## src/rtl/busCryptPkg.sv

```systemverilog
package busCryptPkg;

  typedef struct packed {
    logic cap1;     // capture pad and write data for a new request
    logic cipher1;  // stage-1 request is masked
    logic cap2;     // advance pad into response stage
    logic cipher2;  // stage-2 response is masked
    logic pass2;    // stage-2 read data is delivered
  } cryptStrb_t;

  typedef enum logic [2:0] {
    CFG_BASE  = 3'd0,
    CFG_LIMIT = 3'd1,
    CFG_KEY0  = 3'd2,
    CFG_KEY1  = 3'd3,
    CFG_KEY2  = 3'd4,
    CFG_KEY3  = 3'd5,
    CFG_FLAGS = 3'd6,
    CFG_ERASE = 3'd7
  } cfgItem_t;

  function automatic logic [3:0] subNibble(input logic [3:0] v);
    case (v)
      4'h0: subNibble = 4'h3;
      4'h1: subNibble = 4'h8;
      4'h2: subNibble = 4'hF;
      4'h3: subNibble = 4'h1;
      4'h4: subNibble = 4'hA;
      4'h5: subNibble = 4'h6;
      4'h6: subNibble = 4'h5;
      4'h7: subNibble = 4'hB;
      4'h8: subNibble = 4'hE;
      4'h9: subNibble = 4'hD;
      4'hA: subNibble = 4'h4;
      4'hB: subNibble = 4'h2;
      4'hC: subNibble = 4'h7;
      4'hD: subNibble = 4'h0;
      4'hE: subNibble = 4'h9;
      default: subNibble = 4'hC;
    endcase
  endfunction

endpackage

```

## src/rtl/padHash.sv

```systemverilog
module padHash #(
  parameter int ROUNDS = 4,
  localparam int WORD_W = 16,
  localparam int NIBS = WORD_W / 4,
  localparam int KEY_W = ROUNDS * WORD_W
) (
  input  logic [WORD_W-1:0] seed,
  input  logic [KEY_W-1:0]  key,
  output logic [WORD_W-1:0] pad
);
  import busCryptPkg::*;

  logic [ROUNDS:0][WORD_W-1:0] roundVal;

  assign roundVal[0] = seed;

  for (genvar r = 0; r < ROUNDS; r++) begin : gRound
    for (genvar j = 0; j < NIBS; j++) begin : gOut
      logic [3:0] keyNib;
      logic [3:0] mixNib;
      assign keyNib = key[r*WORD_W + 4*j +: 4];
      always_comb begin
        mixNib = '0;
        for (int i = 0; i < NIBS; i++) begin
          mixNib = mixNib ^ subNibble(roundVal[r][4*i +: 4] ^ keyNib);
        end
      end
      assign roundVal[r+1][4*j +: 4] = mixNib;
    end
  end

  assign pad = roundVal[ROUNDS];

endmodule

```

## src/rtl/encData.sv

```systemverilog
module encData #(
  parameter int ADDR_W = 8,
  parameter int ROUNDS = 4,
  localparam int WORD_W = 16,
  localparam int KEY_W = ROUNDS * WORD_W
) (
  input  logic                       clk,
  input  logic                       rstN,
  input  busCryptPkg::cryptStrb_t    strb,
  input  logic [ADDR_W-1:0]          cpuAddr,
  input  logic [KEY_W-1:0]           selKey,
  input  logic [WORD_W-1:0]          cpuWdata,
  input  logic [WORD_W-1:0]          memRdata,
  output logic [WORD_W-1:0]          memWdata,
  output logic [WORD_W-1:0]          cpuRdata
);
  logic [WORD_W-1:0] padNow;
  logic [WORD_W-1:0] s1Pad;
  logic [WORD_W-1:0] s1Wdata;
  logic [WORD_W-1:0] s2Pad;

  padHash #(.ROUNDS(ROUNDS)) hash_i (
    .seed(WORD_W'(cpuAddr)),
    .key (selKey),
    .pad (padNow)
  );

  always_ff @(posedge clk) begin
    if (!rstN) begin
      s1Pad   <= '0;
      s1Wdata <= '0;
      s2Pad   <= '0;
    end else begin
      if (strb.cap1) begin
        s1Pad   <= padNow;
        s1Wdata <= cpuWdata;
      end
      if (strb.cap2) s2Pad <= s1Pad;
    end
  end

  assign memWdata = strb.cipher1 ? (s1Wdata ^ s1Pad) : s1Wdata;

  always_comb begin
    if (!strb.pass2)       cpuRdata = '0;
    else if (strb.cipher2) cpuRdata = memRdata ^ s2Pad;
    else                   cpuRdata = memRdata;
  end

endmodule

```

## src/rtl/encCtrl.sv

```systemverilog
module encCtrl #(
  parameter int ADDR_W = 8,
  parameter int REGIONS = 4,
  parameter int ROUNDS = 4,
  localparam int IDX_W = $clog2(REGIONS),
  localparam int KEY_W = ROUNDS * 16,
  localparam int DEPTH = 1 << ADDR_W
) (
  input  logic                     clk,
  input  logic                     rstN,
  input  logic                     cpuReq,
  input  logic                     cpuWe,
  input  logic [ADDR_W-1:0]        cpuAddr,
  input  logic                     cfgWe,
  input  logic [IDX_W-1:0]         cfgRegion,
  input  logic [2:0]               cfgItem,
  input  logic [15:0]              cfgData,
  output logic [KEY_W-1:0]         selKey,
  output busCryptPkg::cryptStrb_t  strb,
  output logic                     memEn,
  output logic                     memWe,
  output logic [ADDR_W-1:0]        memAddr,
  output logic                     cpuAck,
  output logic                     cpuErr
);
  import busCryptPkg::*;

  // region table
  logic [ADDR_W-1:0] regBase  [REGIONS];
  logic [ADDR_W-1:0] regLimit [REGIONS];
  logic [KEY_W-1:0]  regKey   [REGIONS];
  logic [REGIONS-1:0] regOn, regOnce, regKeyed;

  // per-word written marks
  logic [DEPTH-1:0] written;

  // decode of the incoming address
  logic             hit0;
  logic [IDX_W-1:0] hitIdx;

  // stage 1: SRAM access
  logic              s1Valid, s1We, s1Hit, s1Once, s1Keyed;
  logic [ADDR_W-1:0] s1Addr;
  logic              blocked1, markOnce;

  // stage 2: response
  logic s2Valid, s2We, s2Hit, s2Err;

  int keyPart;
  assign keyPart = int'(cfgItem) - int'(CFG_KEY0);

  always_ff @(posedge clk) begin
    if (!rstN) begin
      for (int g = 0; g < REGIONS; g++) begin
        regBase[g]  <= '0;
        regLimit[g] <= '0;
        regKey[g]   <= '0;
      end
      regOn    <= '0;
      regOnce  <= '0;
      regKeyed <= '0;
    end else if (cfgWe) begin
      case (cfgItem_t'(cfgItem))
        CFG_BASE:  regBase[cfgRegion]  <= cfgData[ADDR_W-1:0];
        CFG_LIMIT: regLimit[cfgRegion] <= cfgData[ADDR_W-1:0];
        CFG_KEY0, CFG_KEY1, CFG_KEY2, CFG_KEY3: begin
          if (keyPart < ROUNDS) begin
            regKey[cfgRegion][16*keyPart +: 16] <= cfgData;
            regKeyed[cfgRegion] <= 1'b1;
          end
        end
        CFG_FLAGS: begin
          regOn[cfgRegion]   <= cfgData[0];
          regOnce[cfgRegion] <= cfgData[1];
        end
        default: begin
          regKey[cfgRegion]   <= '0;
          regKeyed[cfgRegion] <= 1'b0;
        end
      endcase
    end
  end

  // lowest-numbered matching region wins: scan from the top down
  always_comb begin
    hit0   = 1'b0;
    hitIdx = '0;
    for (int g = REGIONS - 1; g >= 0; g--) begin
      if (regOn[g] && (cpuAddr >= regBase[g]) && (cpuAddr <= regLimit[g])) begin
        hit0   = 1'b1;
        hitIdx = IDX_W'(g);
      end
    end
  end

  assign selKey = regKey[hitIdx];

  always_ff @(posedge clk) begin
    if (!rstN) begin
      s1Valid <= 1'b0;
      s1We    <= 1'b0;
      s1Hit   <= 1'b0;
      s1Once  <= 1'b0;
      s1Keyed <= 1'b0;
      s1Addr  <= '0;
      s2Valid <= 1'b0;
      s2We    <= 1'b0;
      s2Hit   <= 1'b0;
      s2Err   <= 1'b0;
    end else begin
      s1Valid <= cpuReq;
      if (cpuReq) begin
        s1We    <= cpuWe;
        s1Hit   <= hit0;
        s1Once  <= regOnce[hitIdx];
        s1Keyed <= regKeyed[hitIdx];
        s1Addr  <= cpuAddr;
      end
      s2Valid <= s1Valid;
      if (s1Valid) begin
        s2We  <= s1We;
        s2Hit <= s1Hit;
        s2Err <= blocked1;
      end
    end
  end

  assign blocked1 = s1Hit && (!s1Keyed || (s1We && s1Once && written[s1Addr]));
  assign markOnce = s1Valid && s1We && s1Hit && s1Once && !blocked1;

  always_ff @(posedge clk) begin
    if (!rstN)         written <= '0;
    else if (markOnce) written[s1Addr] <= 1'b1;
  end

  assign memEn   = s1Valid && !blocked1;
  assign memWe   = s1We;
  assign memAddr = s1Addr;
  assign cpuAck  = s2Valid;
  assign cpuErr  = s2Valid && s2Err;

  always_comb begin
    strb         = '0;
    strb.cap1    = cpuReq;
    strb.cipher1 = s1Hit;
    strb.cap2    = s1Valid;
    strb.cipher2 = s2Hit;
    strb.pass2   = s2Valid && !s2We && !s2Err;
  end

  // fixed two-cycle response
  assert_ack_latency_R1: assert property (@(posedge clk) disable iff (!rstN)
    cpuReq |-> ##2 cpuAck);

  // an SRAM access is followed by a clean acknowledge
  assert_access_ok_R1: assert property (@(posedge clk) disable iff (!rstN)
    memEn |=> (cpuAck && !cpuErr));

  // a completed write in a write-once region leaves its word marked
  assert_once_marked_R7: assert property (@(posedge clk) disable iff (!rstN)
    (memEn && memWe && s1Hit && s1Once) |=> written[$past(memAddr)]);

  // an erase leaves the region unkeyed
  assert_erase_clears_R8: assert property (@(posedge clk) disable iff (!rstN)
    (cfgWe && cfgItem == CFG_ERASE) |=> !regKeyed[$past(cfgRegion)]);

endmodule

```

## src/rtl/busCrypt.sv

```systemverilog
module busCrypt #(
  parameter int ADDR_W = 8,
  parameter int REGIONS = 4,
  parameter int ROUNDS = 4,
  localparam int IDX_W = $clog2(REGIONS),
  localparam int KEY_W = ROUNDS * 16
) (
  input  logic              clk,
  input  logic              rstN,
  input  logic              cpuReq,
  input  logic              cpuWe,
  input  logic [ADDR_W-1:0] cpuAddr,
  input  logic [15:0]       cpuWdata,
  output logic [15:0]       cpuRdata,
  output logic              cpuAck,
  output logic              cpuErr,
  output logic              memEn,
  output logic              memWe,
  output logic [ADDR_W-1:0] memAddr,
  output logic [15:0]       memWdata,
  input  logic [15:0]       memRdata,
  input  logic              cfgWe,
  input  logic [IDX_W-1:0]  cfgRegion,
  input  logic [2:0]        cfgItem,
  input  logic [15:0]       cfgData
);
  import busCryptPkg::*;

  cryptStrb_t       strb;
  logic [KEY_W-1:0] selKey;

  encCtrl #(.ADDR_W(ADDR_W), .REGIONS(REGIONS), .ROUNDS(ROUNDS)) ctrl_i (
    .clk, .rstN, .cpuReq, .cpuWe, .cpuAddr,
    .cfgWe, .cfgRegion, .cfgItem, .cfgData,
    .selKey, .strb, .memEn, .memWe, .memAddr, .cpuAck, .cpuErr
  );

  encData #(.ADDR_W(ADDR_W), .ROUNDS(ROUNDS)) data_i (
    .clk, .rstN, .strb, .cpuAddr, .selKey, .cpuWdata, .memRdata,
    .memWdata, .cpuRdata
  );

  // a refused access never hands back data
  assert_err_zero_R8: assert property (@(posedge clk) disable iff (!rstN)
    (cpuAck && cpuErr) |-> (cpuRdata == '0));

endmodule

```

## config.mk

```make
export PLATFORM = sky130hd
export DESIGN_NAME = busCrypt
export DESIGN_NICKNAME = d
export VERILOG_FILES = /design/src/rtl/busCryptPkg.sv /design/src/rtl/padHash.sv /design/src/rtl/encData.sv /design/src/rtl/encCtrl.sv /design/src/rtl/busCrypt.sv
export SDC_FILE = /design/constraint.sdc
export NUM_CORES = 2
export LEC_CHECK = 0
export BUFFER_PORTS_ARGS = -buffer_cell sky130_fd_sc_hd__buf_2
export CORE_UTILIZATION = 45
export DETAILED_ROUTE_END_ITERATION = 8
export GPL_TIMING_DRIVEN = 0
export PLACE_DENSITY_LB_ADDON = 0.12
export SYNTH_ARGS = -nofsm -noshare
export SYNTH_HDL_FRONTEND = slang
export SYNTH_MEMORY_MAX_BITS = 65536
export SYNTH_SLANG_ARGS = --single-unit
```

## constraint.sdc

```tcl
create_clock -name clk -period 11.5 [get_ports clk]
set_input_delay 0.575 -clock clk [delete_from_list [all_inputs] [get_ports clk]]
set_output_delay 0.575 -clock clk [all_outputs]
set_load 0.03 [all_outputs]
```

==> metrics.txt <==
status=complete, no violations; Worst-Margin Slew=1403 ps; n_diodes=0; Synth warnings=0; Worst setup EP type=flip-flop; H-tree depth=3; Worst slew margin=0.06020; CTS root buf=clkbuf_16; vias in the first global route=32.56k; setup TNS=0 ps; Net Count, Synth=5026; Tot GR Track Use=0.2543; Post-Syn Area=45310 um^2; dpl hpwl=97.03 mm; largest net degree at the start of global routing=17; Final Setup Violations=0; final worst-path cycle share=0.9526; post-route cell area=50240 um^2; commonest non-fill, non-tap cells in the layout=nor2_1, nand2_1, dfxtp_1; CP max FO=10; sequential share of the synthesized area=0.3592; clock latency on the worst-skew pair=640 ps; final worst setup slack=545.3 ps; final hold vios=0; via count=35.02k; Slew Viols, Final=0; Die W=319.3 um; TritonRoute pass-1 iters=6; CP peak stage delay=630 ps; RSZ-0062 raised after global routing=no; Antenna Nets Post-Route=0; clk slew on worst S/H paths=60 ps; final core utilization=0.5031; most common cell after layout, fill and taps aside=nor2_1; Congestion Overflow GR=0; Setup CP Type=in2reg; CTS Hold Buffers Added=0; Starting Density=0.4538; syn avg cell area=9.675 um^2; Clock Sinks=653; minimum clock period=10950 ps; TritonCTS buffer count=71; EDFF count, synth=320; first-pass GRT wire length=197.9 mm; pre-CTS WS=-1315 ps; residual DRC count=0; Worst path depth=37; Seq cells post-synth=653; initial antenna violation count=3; CP delay by family, top=XOR/XNOR gates; Post-synth ARST share=0; CTS tree=built; Critical Path RT=12070 ps; Final #Nets=5216; die area=102000 um^2; Clock Path Buffers=3; IO Pins=110; Cell variety after synth=109; DIE HEIGHT=319.3 um; Syn Inst Count=4683; Bufs and invs on worst path=7; Placer Congestion=0.8669; dpl cell area=47570 um^2; hold depth=3; routed vias/inst=5.628; Placement Rows=116; core area=99860 um^2; class of the worst hold path=in2reg; Max-cap violations=0; critical path's slowest cell=xnor3_2; Avg WL per Cell=21.19 um; Total Wirelength=131.9 mm; Synth Flop Type=dfxtp_1; clock skew=32.43 ps; Arrival @ worst endpoint=11530 ps; Max Clk Rate=0.09129 GHz; Worst Setup Start Kind=primary input; layout cells sized above 1=0.1176; IO Port Bufs=103; Iteration-0 DRC Markers=3060; area growth from synthesis to layout=10.87%; worst reg2reg path depth=36
==> cells by family after synthesis <==
logic type / synth area share
xor+xnor: 0.1243
simple gates: 0.1531
buf+inv: 0.04358
mux: 0.1125
compound gates: 0.1293
flops: 0.3592
fa+ha+maj: 0.07801
==> layer usage <==
metal	GRT usage	vias to the layer above	wire length, um
met5	0	-	23
met4	0.07212	4	3232
met3	0.03505	204	8884
met2	0.4079	1075	60440
met1	0.3566	16980	59300
li1	-	16760	-
==> cells in the mapped netlist, types with 19 or more instances <==
cell type    n  area, um^2
o211ai_1    29       217.7
ha_1       276        3453
a2111oi_0   19       166.4
nand2b_1    33       206.5
nor3_1      52       260.3
a21boi_0    21       157.7
o21a_1     133       998.5
mux2_2      31       349.1
and2_1      19       118.9
o21ai_1     21       105.1
edfxtp_1   320        9609
nor2_1     547        2053
xnor2_2     37       601.8
xnor3_1     36       810.8
mux4_2     116        2613
a31oi_1     52       325.3
clkbuf_1   150       563.0
inv_1      301        1130
dfxtp_1    333        6666
nand4_1     21       131.4
nand3_1     54       270.3
xor2_1     128        1121
or3_1       21       131.4
a211oi_1    29       217.7
a21o_1      28       210.2
mux2i_1    199        1992
xnor2_1    292        2557
o21ai_0     83       415.4
buf_1       29       108.9
nand2_1    469        1760
nor2b_1    198        1239
and3_1      64       400.4
a21oi_1    229        1146
==> flip-flops by register name, summed over array words and instances, names as in the netlist, 4 cells and up, named ones only <==
signal	flops
ctrl_i.regLimit	32
ctrl_i.memAddr	8
ctrl_i.regKey	256
data_i.s1Wdata	16
data_i.s2Pad	16
ctrl_i.written	256
ctrl_i.regOn	4
data_i.s1Pad	16
ctrl_i.regOnce	4
ctrl_i.regBase	32
==> metrics by stage <==
step	hold WS [ps]	std cells
floorplan	435.1	4683
finish	194.7	6222
global route	195.6	6222
global placement	440.9	6084
CTS	168.5	6218
detailed placement	450.3	6091
==> final cells by class <==
| cell class | instances | area (um^2) |
|---|---|---|
| clock buffers | 93 | 1922 |
| well taps | 1298 | 1624 |
| repair buffers | 117 | 654.4 |
| flip-flops and latches | 653 | 16280 |
| plain buffers | 203 | 819.5 |
| multi-input cells | 3519 | 27510 |
| fillers | 9355 | 49620 |
| inverters | 308 | 1160 |
| clock inverters | 31 | 269.0 |
==> path summary, 6_finish.rpt <==
check,startpoint,endpoint,slack [ps]
setup / recovery,cpuAddr[0],data_i.s1Pad[5],550
hold / removal,cpuWdata[7],data_i.s1Wdata[7],190
setup reg to reg,ctrl_i.regLimit[1][5],data_i.s1Pad[14],750
hold reg to reg,ctrl_i.written[199],ctrl_i.written[199],460
==> worst min-delay path, cell delays in order <==
cell and delay (ps):
buf_2 80, mux2i_1 60, nor2b_1 90
==> repair_timing <==
item	4_1_cts	5_1_grt
endpoints found under the setup margin	16	16
buffers inserted	3	3
gates resized for setup	12	49
pin swaps	0	5
Power is not shown: default switching activity piles up to over one toggle a cycle in this logic, so the estimate is an artifact.
